### config.mk
export PLATFORM = sky130hd
export DESIGN_NAME = pal_block
export DESIGN_NICKNAME = d
export VERILOG_FILES = /design/src/rtl/pal_pkg.sv /design/src/rtl/pal_cfg_chain.sv /design/src/rtl/pal_and_plane.sv /design/src/rtl/pal_macrocell.sv /design/src/rtl/pal_block.sv
export SDC_FILE = /design/constraint.sdc
export NUM_CORES = 1
export LEC_CHECK = 0
export CAP_MARGIN = 20
export CORE_MARGIN = 2
export CORE_UTILIZATION = 30
export DETAILED_ROUTE_END_ITERATION = 16
export GPL_TIMING_DRIVEN = 0
export SYNTH_ARGS = -nofsm -noshare
export SYNTH_HDL_FRONTEND = slang
export SYNTH_HIERARCHICAL = 1
export SYNTH_SLANG_ARGS = --single-unit
### constraint.sdc
create_clock -name clk -period 4.15 [get_ports clk]
set_input_delay 1.0375 -clock clk [delete_from_list [all_inputs] [get_ports clk]]
set_output_delay 1.0375 -clock clk [all_outputs]
set_load 0.005 [all_outputs]
### src/rtl/pal_pkg.sv
package pal_pkg;
  // Per-macrocell configuration field; packed order gives bit 2=en, 1=sel, 0=pol
  typedef struct packed {
    logic en;
    logic sel;
    logic pol;
  } mc_cfg_t;

  localparam int unsigned MC_CFG_W = $bits(mc_cfg_t);
endpackage

### src/rtl/pal_cfg_chain.sv
module pal_cfg_chain #(
  parameter int unsigned CFG_W = 396
) (
  input  logic             clk,
  input  logic             rst_n,
  input  logic             shift_en,
  input  logic             din,
  input  logic             load,
  output logic [CFG_W-1:0] shift_q,
  output logic [CFG_W-1:0] act_q
);
  logic [CFG_W-1:0] sh_d, sh_r;
  logic [CFG_W-1:0] act_d, act_r;

  always_comb begin
    sh_d  = sh_r;
    act_d = act_r;
    if (shift_en) sh_d = {sh_r[CFG_W-2:0], din};
    if (load)     act_d = sh_r;
  end

  always_ff @(posedge clk or negedge rst_n) begin
    if (!rst_n) begin
      sh_r  <= '0;
      act_r <= '0;
    end else begin
      sh_r  <= sh_d;
      act_r <= act_d;
    end
  end

  assign shift_q = sh_r;
  assign act_q   = act_r;
endmodule

### src/rtl/pal_and_plane.sv
module pal_and_plane #(
  parameter int unsigned N_SIG  = 12,
  parameter int unsigned N_TERM = 16
) (
  input  logic [N_SIG-1:0]          sig,
  input  logic [N_TERM*2*N_SIG-1:0] mask,
  output logic [N_TERM-1:0]         term
);
  localparam int unsigned LIT_W = 2 * N_SIG;

  logic [LIT_W-1:0] lit;

  // Literal 2j is signal j, literal 2j+1 its complement
  for (genvar j = 0; j < N_SIG; j++) begin : g_lit
    assign lit[2*j]   = sig[j];
    assign lit[2*j+1] = ~sig[j];
  end

  for (genvar t = 0; t < N_TERM; t++) begin : g_term
    logic [LIT_W-1:0] m;
    assign m = mask[t*LIT_W +: LIT_W];
    // an empty term yields 0 so it cannot force its sum high
    assign term[t] = (|m) & (&(~m | lit));
  end
endmodule

### src/rtl/pal_macrocell.sv
module pal_macrocell
  import pal_pkg::*;
#(
  parameter int unsigned N_PT = 4
) (
  input  logic            clk,
  input  logic            rst_n,
  input  logic [N_PT-1:0] terms,
  input  mc_cfg_t         cfg,
  input  logic            pad_in,
  output logic            pad_out,
  output logic            pad_oe,
  output logic            fb,
  output logic            res
);
  logic sum;
  logic q_d, q_r;

  always_comb begin
    sum = |terms;
    res = sum ^ cfg.pol;
    q_d = res;
  end

  always_ff @(posedge clk or negedge rst_n) begin
    if (!rst_n) q_r <= 1'b0;
    else        q_r <= q_d;
  end

  assign pad_out = cfg.sel ? q_r : res;
  assign pad_oe  = cfg.en;
  // registered driven pins feed back internally; otherwise the pin value is used
  assign fb      = (cfg.en && cfg.sel) ? q_r : pad_in;
endmodule

### src/rtl/pal_block.sv
module pal_block
  import pal_pkg::*;
#(
  parameter int unsigned N_IN = 8,
  parameter int unsigned N_MC = 4,
  parameter int unsigned N_PT = 4
) (
  input  logic            clk,
  input  logic            rst_n,
  input  logic            cfg_shift,
  input  logic            cfg_din,
  input  logic            cfg_load,
  input  logic [N_IN-1:0] in_pins,
  input  logic [N_MC-1:0] pad_in,
  output logic [N_MC-1:0] pad_out,
  output logic [N_MC-1:0] pad_oe
);
  localparam int unsigned N_SIG = N_IN + N_MC;
  localparam int unsigned LIT_W = 2 * N_SIG;
  localparam int unsigned N_TRM = N_MC * N_PT;
  localparam int unsigned AND_W = N_TRM * LIT_W;
  localparam int unsigned CFG_W = AND_W + N_MC * MC_CFG_W;

  logic [CFG_W-1:0] shift_q, cfg_act;
  logic [N_MC-1:0]  fb, mc_res, sel_bits;
  logic [N_TRM-1:0] term_v;
  logic [N_SIG-1:0] sig;

  pal_cfg_chain #(.CFG_W(CFG_W)) u_chain (
    .clk     (clk),
    .rst_n   (rst_n),
    .shift_en(cfg_shift),
    .din     (cfg_din),
    .load    (cfg_load),
    .shift_q (shift_q),
    .act_q   (cfg_act)
  );

  assign sig = {fb, in_pins};

  pal_and_plane #(.N_SIG(N_SIG), .N_TERM(N_TRM)) u_plane (
    .sig (sig),
    .mask(cfg_act[AND_W-1:0]),
    .term(term_v)
  );

  for (genvar m = 0; m < N_MC; m++) begin : g_mc
    mc_cfg_t c;
    assign c           = cfg_act[AND_W + m*MC_CFG_W +: MC_CFG_W];
    assign sel_bits[m] = c.sel;

    pal_macrocell #(.N_PT(N_PT)) u_mc (
      .clk    (clk),
      .rst_n  (rst_n),
      .terms  (term_v[m*N_PT +: N_PT]),
      .cfg    (c),
      .pad_in (pad_in[m]),
      .pad_out(pad_out[m]),
      .pad_oe (pad_oe[m]),
      .fb     (fb[m]),
      .res    (mc_res[m])
    );
  end
endmodule

== Word-level counts from Yosys, hierarchy flattened ==
Cells that the tools add are included.
Word-level totals
  bits in registers: 796
  input port bits: 17
  output and inout port bits: 8
  word-level logic and storage cells: 118
Cells by class
  multiplexer cells: 8
  bitwise operators: 64
  reductions and logical operators: 40
Operator list (count)
  $not A24 Y24: 16
  $or A24 B24 Y24: 16
  $reduce_and A24 Y1: 16
  $reduce_or A24 Y1: 16
  $and A1 B1 Y1: 16
  $reduce_or A4 Y1: 4
  $not A1 Y1: 12
  $mux W1: 8
  $logic_and A1 B1 Y1: 4
  $xor A1 B1 Y1: 4

== Logic depth before layout (Yosys ltp) ==
Gate-level depths: netlist of the first run.
  depth after elaboration: 9
  gate-level depth with buffers: 10
  gate-level depth less buffers: 8

== Cells and area by module ==
The synthesis of the first run kept the hierarchy.
Modules (own cells, without submodules)
  pal_cfg_chain: instances 1, cells each 1672, area each 29666.0 um^2, sequential area each 19819.0 um^2
  pal_and_plane: instances 1, cells each 424, area each 3504.6 um^2, sequential area each 0.0 um^2
  pal_macrocell: instances 4, cells each 7, area each 80.1 um^2, sequential area each 25.0 um^2

== Worst setup path after synthesis of the first run ==
No wires, ideal clock.
  kind: in2out
  start: input pad_in[0]
  end: output pad_out[0]
  arrival: 2.575 ns
  required time: 3.113 ns
  setup slack: 0.538 ns
  cell stages on the path: 9
  buffers on the path: 2
  cell sequence: mux2_2 > buf_6 > buf_12 > mux2i_1 > nand4_1 > nor4_2 > nor4_2 > xnor2_1 > mux2_2
On the way
  longest elaborated chain between the ends: 8
  elaborated cells on any way between the ends: 17
  classes of those cells: mux: 2; bitwise: 10; reduce/logical: 5
Ends and longest elaborated chain
  start: declaration: line pal_block.sv:14  | input logic [N_MC-1:0] pad_in,
  $mux W1 *: line pal_macrocell.sv:33  | assign fb = (cfg.en && cfg.sel) ? q_r : pad_in;
  $not A1 Y1: line pal_and_plane.sv:16  | assign lit[2*j+1] = ~sig[j];
  $or A24 B24 Y24 *: line pal_and_plane.sv:23  | assign term[t] = (|m) & (&(~m | lit));
  $reduce_and A24 Y1 *: line pal_and_plane.sv:23
  $and A1 B1 Y1 *: line pal_and_plane.sv:23
  via term_v[0]: line pal_block.sv:26  | logic [N_TRM-1:0] term_v;
  $reduce_or A4 Y1 *: line pal_macrocell.sv:20  | sum = |terms;
  $xor A1 B1 Y1 *: line pal_macrocell.sv:21  | res = sum ^ cfg.pol;
  via mc_res[0]: line pal_block.sv:25  | logic [N_MC-1:0] fb, mc_res, sel_bits;
  $mux W1 *: line pal_macrocell.sv:30  | assign pad_out = cfg.sel ? q_r : res;
  end: declaration: line pal_block.sv:15  | output logic [N_MC-1:0] pad_out,
Mark *: on every way through the listed nets, which the timed path passes. The rest lies on a longest branch.

== Final worst setup path of the first run ==
  start: input in_pins[5]
  end: output pad_out[2]
On the way
  longest elaborated chain between the ends: 7
  elaborated cells on any way between the ends: 16
  classes of those cells: mux: 1; bitwise: 10; reduce/logical: 5
Ends and longest elaborated chain
  start: declaration: line pal_block.sv:13  | input logic [N_IN-1:0] in_pins,
  $not A1 Y1: line pal_and_plane.sv:16
  $or A24 B24 Y24 *: line pal_and_plane.sv:23
  $reduce_and A24 Y1 *: line pal_and_plane.sv:23
  $and A1 B1 Y1 *: line pal_and_plane.sv:23
  via term_v[8]: line pal_block.sv:26
  $reduce_or A4 Y1 *: line pal_macrocell.sv:20
  $xor A1 B1 Y1 *: line pal_macrocell.sv:21
  via mc_res[2]: line pal_block.sv:25
  $mux W1 *: line pal_macrocell.sv:30
Marks and branches as above.

==> run metrics, run 1 <==
cells after synthesis 2124; Vias between 15000 and 20000; Period minus WS final 4.35 ns; Placed Cells 3633; Initial Util 0.303; max incr delay on CP slightly below 0.4 ns; synth top area cells dfrtp_1, mux2_2, mux2i_1; Setup WS post-layout -0.203 ns; Crit. End Element output pin; CP required between 3 and 4 ns; Bufs on Longest Clock Path 3; Area Overhead vs Synth 17.3%; Worst Path Max Fanout 10; vias per cell 4.68; cell row count about 120; DRC 0; layout cells sized above 1 0.484; max-cap viol count 0; CTS clk-pin slew, worst paths roughly 0.050 ns; FF+latch count, synth approximately 800; pwr/cell area 439 nW/µm²; Syn Nets approximately 2100; worst path cell trace buf_4, buf_6, mux2i_1, nand4_1, nor4_4, nor4_4, xnor2_1, mux2_4, buf_6; Die Height about 340 µm; # H-tree levels 3; root buf cell clkbuf_16; most frequent cells in the layout dfrtp_1, mux2_2, mux2i_1; die span in x about 340 µm; Syn Area/Cell ~16 µm²; CP Depth 9; global-route wire length before repair ~110000 µm; complex-gate fraction of the synthesized area 0; Detail Route Antenna Nets 0; CTS buffer count 85; Hold Fails Final Rpt 0; Final Util 0.355; crit path kind input pin to output pin; dominant cell type by area after synthesis dfrtp_1; CTS tree done; post-synthesis simple-gate area fraction 0.0414; Max rail drop VDD 0.297 mV; critical path data arrival time between 3 and 4 ns; gpl congestion approximately 0.76; 1st-iter DRT viols 927; proportion of synthesized area in mux cells 0.326; slew margin rel. 0.491; crit path buf inv count 3; wire per inst 18.5 µm; nets 2281; setup violators final 4; WL final between 70000 and 80000 µm; outcome finished with violations; Register-to-Register Path Depth 10; Layout Cells excl Fill between 3000 and 4000; share of the yosys chip area belonging to registers 0.595; number of global-route vias before repair about 19000; slowest library cell on the worst path nor4_4; IO buf count 14; die area about 110000 µm²; Worst Setup Start Kind input pin; Yosys top cell area share 0.595; largest net degree at the start of global routing between 100 and 150; RSZ-0062 raised after global routing true; Hold WC Path Type input pin to asynchronous set/reset pin; yosys warns 6; Final Cycle Share 1.05; reg-to-reg setup timing slack around 1.7 ns; DRT Pass-1 Iters 5; initial antenna violation count 0; crit-path leading delay family buffers and inverters; Sink Count between 700 and 800; Worst-Skew Late Latency ~0.63 ns; Hold WS around 0.4 ns; Mapped Area between 30000 and 40000 µm²; Max Slew Vio Count 0; largest family of logic cells by synthesized area multiplexers; total leakage power 19.7 nW; Synth cell types 14; fmax between 200 and 250 MHz; Sum Neg Setup Slack -0.528 ns; core area about 110000 µm²; Post-Synth XOR/XNOR Area 0.00105; Final Power about 17 mW; failing checks setup timing; Total GRT Usage 0.124; IO Pins 25; skew final 0.0193 ns; most common cell after layout, fill and taps aside dfrtp_1; Slew @ Worst Pin ~0.76 ns; hold buffer count at CTS 0; DPL Wire Length between 40000 and 50000 µm; total grt overflow 0; Post-Synth Adder-Cell Area 0
## metrics by stage
| stage | area [µm²] | worst slack [ns] |
|---|---|---|
| after floorplan | 33500 | 0.538 |
| after global placement | 35500 | -32.15 |
| after detailed placement | 35700 | -1.50 |
| after CTS | 39200 | -0.248 |
| after global routing | 39300 | -0.273 |
| final | 39300 | -0.203 |
## worst reg2reg max path, delay by kind of cell, from the launching register on
kind	cells	cell delay (ns)
XOR/XNOR	1	0.18
multiplexers	2	0.57
buffers and inverters	3	0.47
flip-flops	1	0.38
AND/OR/NAND/NOR	4	0.74
## logic make-up (layout without fill, tap and decap cells)
| group | count (synthesis) | after routing |
|---|---|---|
| mux | 992 | 992 |
| flops | 796 | 796 |
| buf+inv | 116 | 324 |
| xor+xnor | 4 | 4 |
| other cells | 0 | 1 |
| simple gates | 216 | 216 |
## path summary, 6_finish.rpt
kind	end	from
min in group clk	u_chain/shift_q[202]	u_chain/shift_q[201]
worst max-delay path	pad_out[2]	in_pins[5]
max in group asynchronous	u_chain/act_q[320]	rst_n
worst min-delay path	u_chain/shift_q[88]	rst_n
worst min register to register	u_chain/shift_q[202]	u_chain/shift_q[201]
worst max register to register	g_mc[0].u_mc/q_r	u_chain/act_q[394]
## Yosys cell counts
| cell | n |
|---|---|
| nor4_1 | 96 |
| nand4_1 | 64 |
| buf_8 | 2 |
| nor2_1 | 16 |
| buf_12 | 2 |
| nor4_2 | 20 |
| mux2_2 | 800 |
| mux2i_1 | 192 |
| nand2_1 | 20 |
| xnor2_1 | 4 |
| dfrtp_1 | 796 |
| buf_4 | 8 |
| buf_2 | 13 |
| buf_6 | 91 |
## layout make-up
cell class,instances,area [µm²]
diodes,1,2.50
repair buffers,57,773
clock buffers,129,2580
fillers,10500,71400
multi-input cells,1212,12600
flip-flops and latches,796,19900
clock inverters,26,328
plain buffers,112,1250
well taps,1488,1860
## power breakdown
part,leakage [nW],switching (mW),internal (mW)
sequential,11.0,0.192,8.01
combinational,7.21,0.658,0.628
clock,1.42,3.11,4.67
## layer usage
layer / track usage / up-vias / part of all wire
met4: 0.0400 / 0 / 0.020
met1: 0.171 / 9416 / 0.46
met3: 0.0206 / 83 / 0.045
met2: 0.198 / 218 / 0.47
li1: - / 8165 / -
met5: 0 / - / 0
## sequential cells by signal, indices dropped and copies added, names as in the netlist
register         flops
u_chain/act_q      396
g_mc.u_mc/q_r        4
u_chain/shift_q    396
## repair_timing
item                       in CTS  in global routing
resized for setup              98                 11
buffers inserted               21                 12
cloned                          3                  0
pin swaps                      28                 21
setup endpoints to repair       4                  4
No activity file was read; power rests on OpenSTA's default activity.
==> run 2: changes to the inputs <==
--- a/config.mk
+++ b/config.mk
@@ -10,6 +10,7 @@
 export CORE_UTILIZATION = 30
 export DETAILED_ROUTE_END_ITERATION = 16
 export GPL_TIMING_DRIVEN = 0
+export MAX_ROUTING_LAYER = met4
 export SYNTH_ARGS = -nofsm -noshare
 export SYNTH_HDL_FRONTEND = slang
 export SYNTH_HIERARCHICAL = 1
==> run metrics, run 2 (synthesized netlist as in run 1, its figures left out) <==
outcome finished with violations; failing checks setup timing; cell row count roughly 120; Detail Route Antenna Nets 0; Max Slew Vio Count 0; DPL Wire Length 44600 µm; Inserted Diodes 0; Slew @ Worst Pin 0.757 ns; Layout Cells excl Fill around 3800; slew margin rel. 0.495; Placed Cells approximately 3600; largest net degree at the start of global routing 128; Worst Path Max Fanout 10; 1st-iter DRT viols between 800 and 900; DP Area approximately 36000 µm²; CTS clk-pin slew, worst paths ~0.05 ns; nets between 2000 and 2500; max-cap viol count 0; CP Depth 9; Total GRT Usage 0.128; Area Overhead vs Synth 17.3%; Final Util 0.355; IO buf count 14; most frequent cells in the layout dfrtp_1, mux2_2, mux2i_1; Worst-Skew Late Latency roughly 0.63 ns; Setup WS post-layout -0.162 ns; Crit. End Element output pin; Max rail drop VDD roughly 0.30 mV; setup violators final 4; Reg area between 15000 and 20000 µm²; Die Height 338 µm; reg-to-reg setup timing slack around 1.7 ns; core area roughly 110000 µm²; total grt overflow 0; critical path data arrival time 3.27 ns; crit path kind input pin to output pin; Final Cycle Share 1.04; DRC 0; initial antenna violation count 0; layout cells sized above 1 0.484; RSZ-0062 raised after global routing true; pwr/cell area approximately 440 nW/µm²; # H-tree levels 3; CP required 3.11 ns; vias per cell 4.67; gpl congestion about 0.77; area occupied by multi-input gates roughly 13000 µm²; number of global-route vias before repair ~19000; Worst Setup Start Kind input pin; fill cell count between 10000 and 15000; fmax roughly 230 MHz; DRT Pass-1 Iters 4; post-layout instance area between 30000 and 40000 µm²; hold buffer count at CTS 0; die span in x ~340 µm; skew final 0.0183 ns; WL final 70700 µm; IO Pins 25; CTS tree done; crit-path leading delay family buffers and inverters; Hold WC Path Type input pin to asynchronous set/reset pin; root buf cell clkbuf_16; slowest library cell on the worst path nor4_4; Hold Fails Final Rpt 0; max incr delay on CP 0.38 ns; pre-CTS WS -1.50 ns; Vias about 18000; crit path buf inv count 3; Sink Count about 800; wire per inst between 15 and 20 µm; Bufs on Longest Clock Path 3; die area around 110000 µm²; Initial Util 0.303; most common cell after layout, fill and taps aside dfrtp_1; worst path cell trace buf_4, buf_6, mux2i_1, nand4_1, nor4_4, nor4_4, xnor2_1, mux2_4, buf_6; CTS buffer count 85; total leakage power between 15 and 20 nW; Register-to-Register Path Depth 10; global-route wire length before repair roughly 110000 µm; Period minus WS final roughly 4.3 ns
## run 2: metal layers
metal  global-route usage  share of wire  routed length, µm  vias to the layer above
met1                0.171           0.46              32300                     9400
met5                    -              0                  0                        -
met4               0.0400          0.021               1500                        0
met3               0.0207          0.051               3600                       83
met2                0.198           0.47              33300                      223
li1                     -              -                  -                     8151
## run 2: cell type report
cell class / count / area share
repair buffers: 57 / 0.0197
flip-flops and latches: 796 / 0.507
clock inverters: 26 / 0.00834
well taps: 1488 / 0.0474
multi-input cells: 1212 / 0.320
clock buffers: 129 / 0.0656
plain buffers: 112 / 0.0317
## run 2: final timing paths
check	endpoint	startpoint
max in group asynchronous	u_chain/shift_q[321]	rst_n
min in group clk	u_chain/shift_q[202]	u_chain/shift_q[201]
worst max register to register	g_mc[0].u_mc/q_r	u_chain/act_q[394]
worst min-delay path	u_chain/shift_q[88]	rst_n
worst min register to register	u_chain/shift_q[202]	u_chain/shift_q[201]
worst max-delay path	pad_out[2]	in_pins[5]
## run 2: worst register-to-register path, stage by stage, from the launching register on
cell,delay [ns]
dfrtp_1,0.38
nand2_1,0.09
mux2_4,0.38
buf_12,0.19
buf_6,0.13
mux2i_2,0.19
nand4_1,0.16
nor4_4,0.35
nor4_4,0.14
xnor2_2,0.18
buf_4,0.15
## run 2: power breakdown
| group | leakage, nW | switching [mW] | internal (mW) |
|---|---|---|---|
| Sequential | 11.0 | 0.192 | 8.01 |
| Combinational | 7.21 | 0.658 | 0.628 |
| Clock | 1.42 | 3.10 | 4.67 |
| Total | 19.7 | 3.95 | 13.3 |
## run 2: stage by stage
stage	hold slack (ns)	total power, mW	setup TNS (ns)
global route	0.461	18.0	-0.930
detailed placement	0.503	9.54	-5.41
global placement	0.488	9.52	-
floorplan	0.458	9.03	0
CTS	0.407	17.5	-0.764
finish	0.399	17.3	-0.463
## run 2: what timing repair did
item	in CTS	in global routing
buffers inserted	21	12
cloned	3	0
endpoints found under the setup margin	4	4
resized for setup	98	11
pin swaps	28	21
==> run 3: changes to the inputs <==
--- a/config.mk
+++ b/config.mk
@@ -15,3 +15,4 @@
 export SYNTH_HDL_FRONTEND = slang
 export SYNTH_HIERARCHICAL = 1
 export SYNTH_SLANG_ARGS = --single-unit
+export TNS_END_PERCENT = 30
==> run metrics, run 3 (synthesized netlist as in run 1, its figures left out) <==
total leakage power roughly 20 nW; Sink Count between 700 and 800; die span in x about 340 µm; global-route wire length before repair about 110000 µm; Worst Setup Start Kind register; worst reg2reg startpoint u_chain/act_q[386]; Reg power frac 0.476; Internal Power 13.3 mW; reg-to-reg setup timing slack between 1.5 and 2 ns; skew final between 0.015 and 0.02 ns; max incr delay on CP approximately 0.43 ns; Initial Util 0.303; outcome finished with violations; vias per cell ~4.7; DRT Pass-1 Iters 4; wire per inst approximately 19 µm; cell row count roughly 120; clock network power share 0.451; IO buf count 14; Final Cycle Share 1.04; Area Overhead vs Synth 17.1%; core area between 100000 and 150000 µm²; 1st-iter DRT viols between 800 and 900; most common cell after layout, fill and taps aside dfrtp_1; pre-CTS WS -1.50 ns; total grt overflow 0; failing checks setup timing; slew margin rel. 0.497; fmax ~230 MHz; CP required just over 3 ns; M1 WL between 30000 and 40000 µm; initial antenna violation count 0; Total GRT Usage 0.128; max-cap viol count 0; Register-to-Register Path Depth 10; DPL Wire Length about 45000 µm; WL final between 70000 and 80000 µm; Setup WS post-layout -0.186 ns; setup violators final 4; Top Metal Used met4; nets roughly 2300; number of global-route vias before repair between 15000 and 20000; worst path cell trace nand2_1, mux2_4, buf_16, mux2i_1, nand4_1, nor4_4, nor4_4, xnor2_1, mux2_4, buf_6; IO Pins 25; Inserted Diodes 0; Final Power between 15 and 20 mW; root buf cell clkbuf_16; Hold WS 0.398 ns; switch share 0.229; slowest library cell on the worst path mux2_4; routed wl met3 3370 µm; worst r2r dst g_mc[3].u_mc/q_r; Hold WC Path Type input pin to asynchronous set/reset pin; Worst Path Max Fanout 6; critical path data arrival time about 3.3 ns; Vias 17800; CTS buffer count 85; Max Slew Vio Count 0; die area ~110000 µm²; met2 WL approximately 33000 µm; CTS clk-pin slew, worst paths approximately 0.060 ns; Die Height about 340 µm; DRC 0; Detail Route Antenna Nets 0; pwr/cell area between 400 and 500 nW/µm²; Slew @ Worst Pin 0.754 ns; Period minus WS final between 4 and 5 ns; CTS tree done; crit path kind register to output pin; gpl congestion 0.767; # H-tree levels 3; Bufs on Longest Clock Path 3; Max rail drop VDD roughly 0.30 mV; RSZ-0062 raised after global routing true; layout cells sized above 1 0.482; Final Util 0.354; Worst-Skew Late Latency ~0.63 ns; Comb power frac 0.073; most frequent cells in the layout dfrtp_1, mux2_2, mux2i_1; Switch Pwr between 3 and 4 mW; largest net degree at the start of global routing about 130; Hold Fails Final Rpt 0; Crit. End Element output pin
==> run 3: worst max-delay path, delay by kind of cell, from the launching register on <==
family | cells | cell delay, ns
XOR/XNOR | 1 | 0.16
buffers and inverters | 2 | 0.36
flip-flops | 1 | 0.40
multiplexers | 3 | 0.96
AND/OR/NAND/NOR | 4 | 0.76
==> run 3: cell type report <==
| class | instances | area, µm² |
|---|---|---|
| Buffer | 112 | 1250 |
| Clock inverter | 26 | 328 |
| Sequential cell | 796 | 19900 |
| Multi-Input combinational cell | 1212 | 12600 |
| Fill cell | 10600 | 71400 |
| Clock buffer | 129 | 2580 |
| Tap cell | 1488 | 1860 |
| Timing Repair Buffer | 52 | 708 |
==> run 3: how the worst max path moves through the flow <==
stage	from	end
finish	u_chain/act_q[386]	pad_out[2]
global route	u_chain/act_q[388]	pad_out[2]
CTS	u_chain/act_q[395]	pad_out[0]
detailed placement	pad_in[3]	pad_out[0]
global placement	rst_n	u_chain/act_q[322]
floorplan	pad_in[0]	pad_out[0]
==> run 3: what timing repair did <==
| item | 4_1_cts | 5_1_grt |
|---|---|---|
| cloned | 3 | 0 |
| gates resized for setup | 96 | 7 |
| hold buffers | 0 | 0 |
| pin swaps | 28 | 18 |
| endpoints found under the setup margin | 4 | 4 |
| endpoints found under the hold margin | 0 | 0 |
| setup buffers | 19 | 9 |
==> run 3: through the flow <==
| step | TNS, ns | instance area, µm² | std cells |
|---|---|---|---|
| 6_report | -0.566 | 39200 | 3815 |
| 5_1_grt | -1.01 | 39200 | 3815 |
| 4_1_cts | -0.763 | 39200 | 3810 |
| 3_5_place_dp | -5.41 | 35700 | 3633 |
| 3_3_place_gp | - | 35500 | 3626 |
| 2_1_floorplan | 0 | 33500 | 2124 |
==> run 3: power by group through the flow <==
stage,Sequential [mW],Combinational (mW),Clock (mW)
after floorplan,8.27,0.754,0
after global placement,8.36,1.16,0
after detailed placement,8.34,1.20,0
after CTS,8.21,1.30,8.01
after global routing,8.24,1.36,8.32
final,8.21,1.26,7.77
==> run 3: layer usage <==
layer | up-vias | global-route usage
met5 | - | -
met3 | 83 | 0.0215
li1 | 8151 | -
met2 | 218 | 0.198
met1 | 9384 | 0.170
met4 | 0 | 0.0400
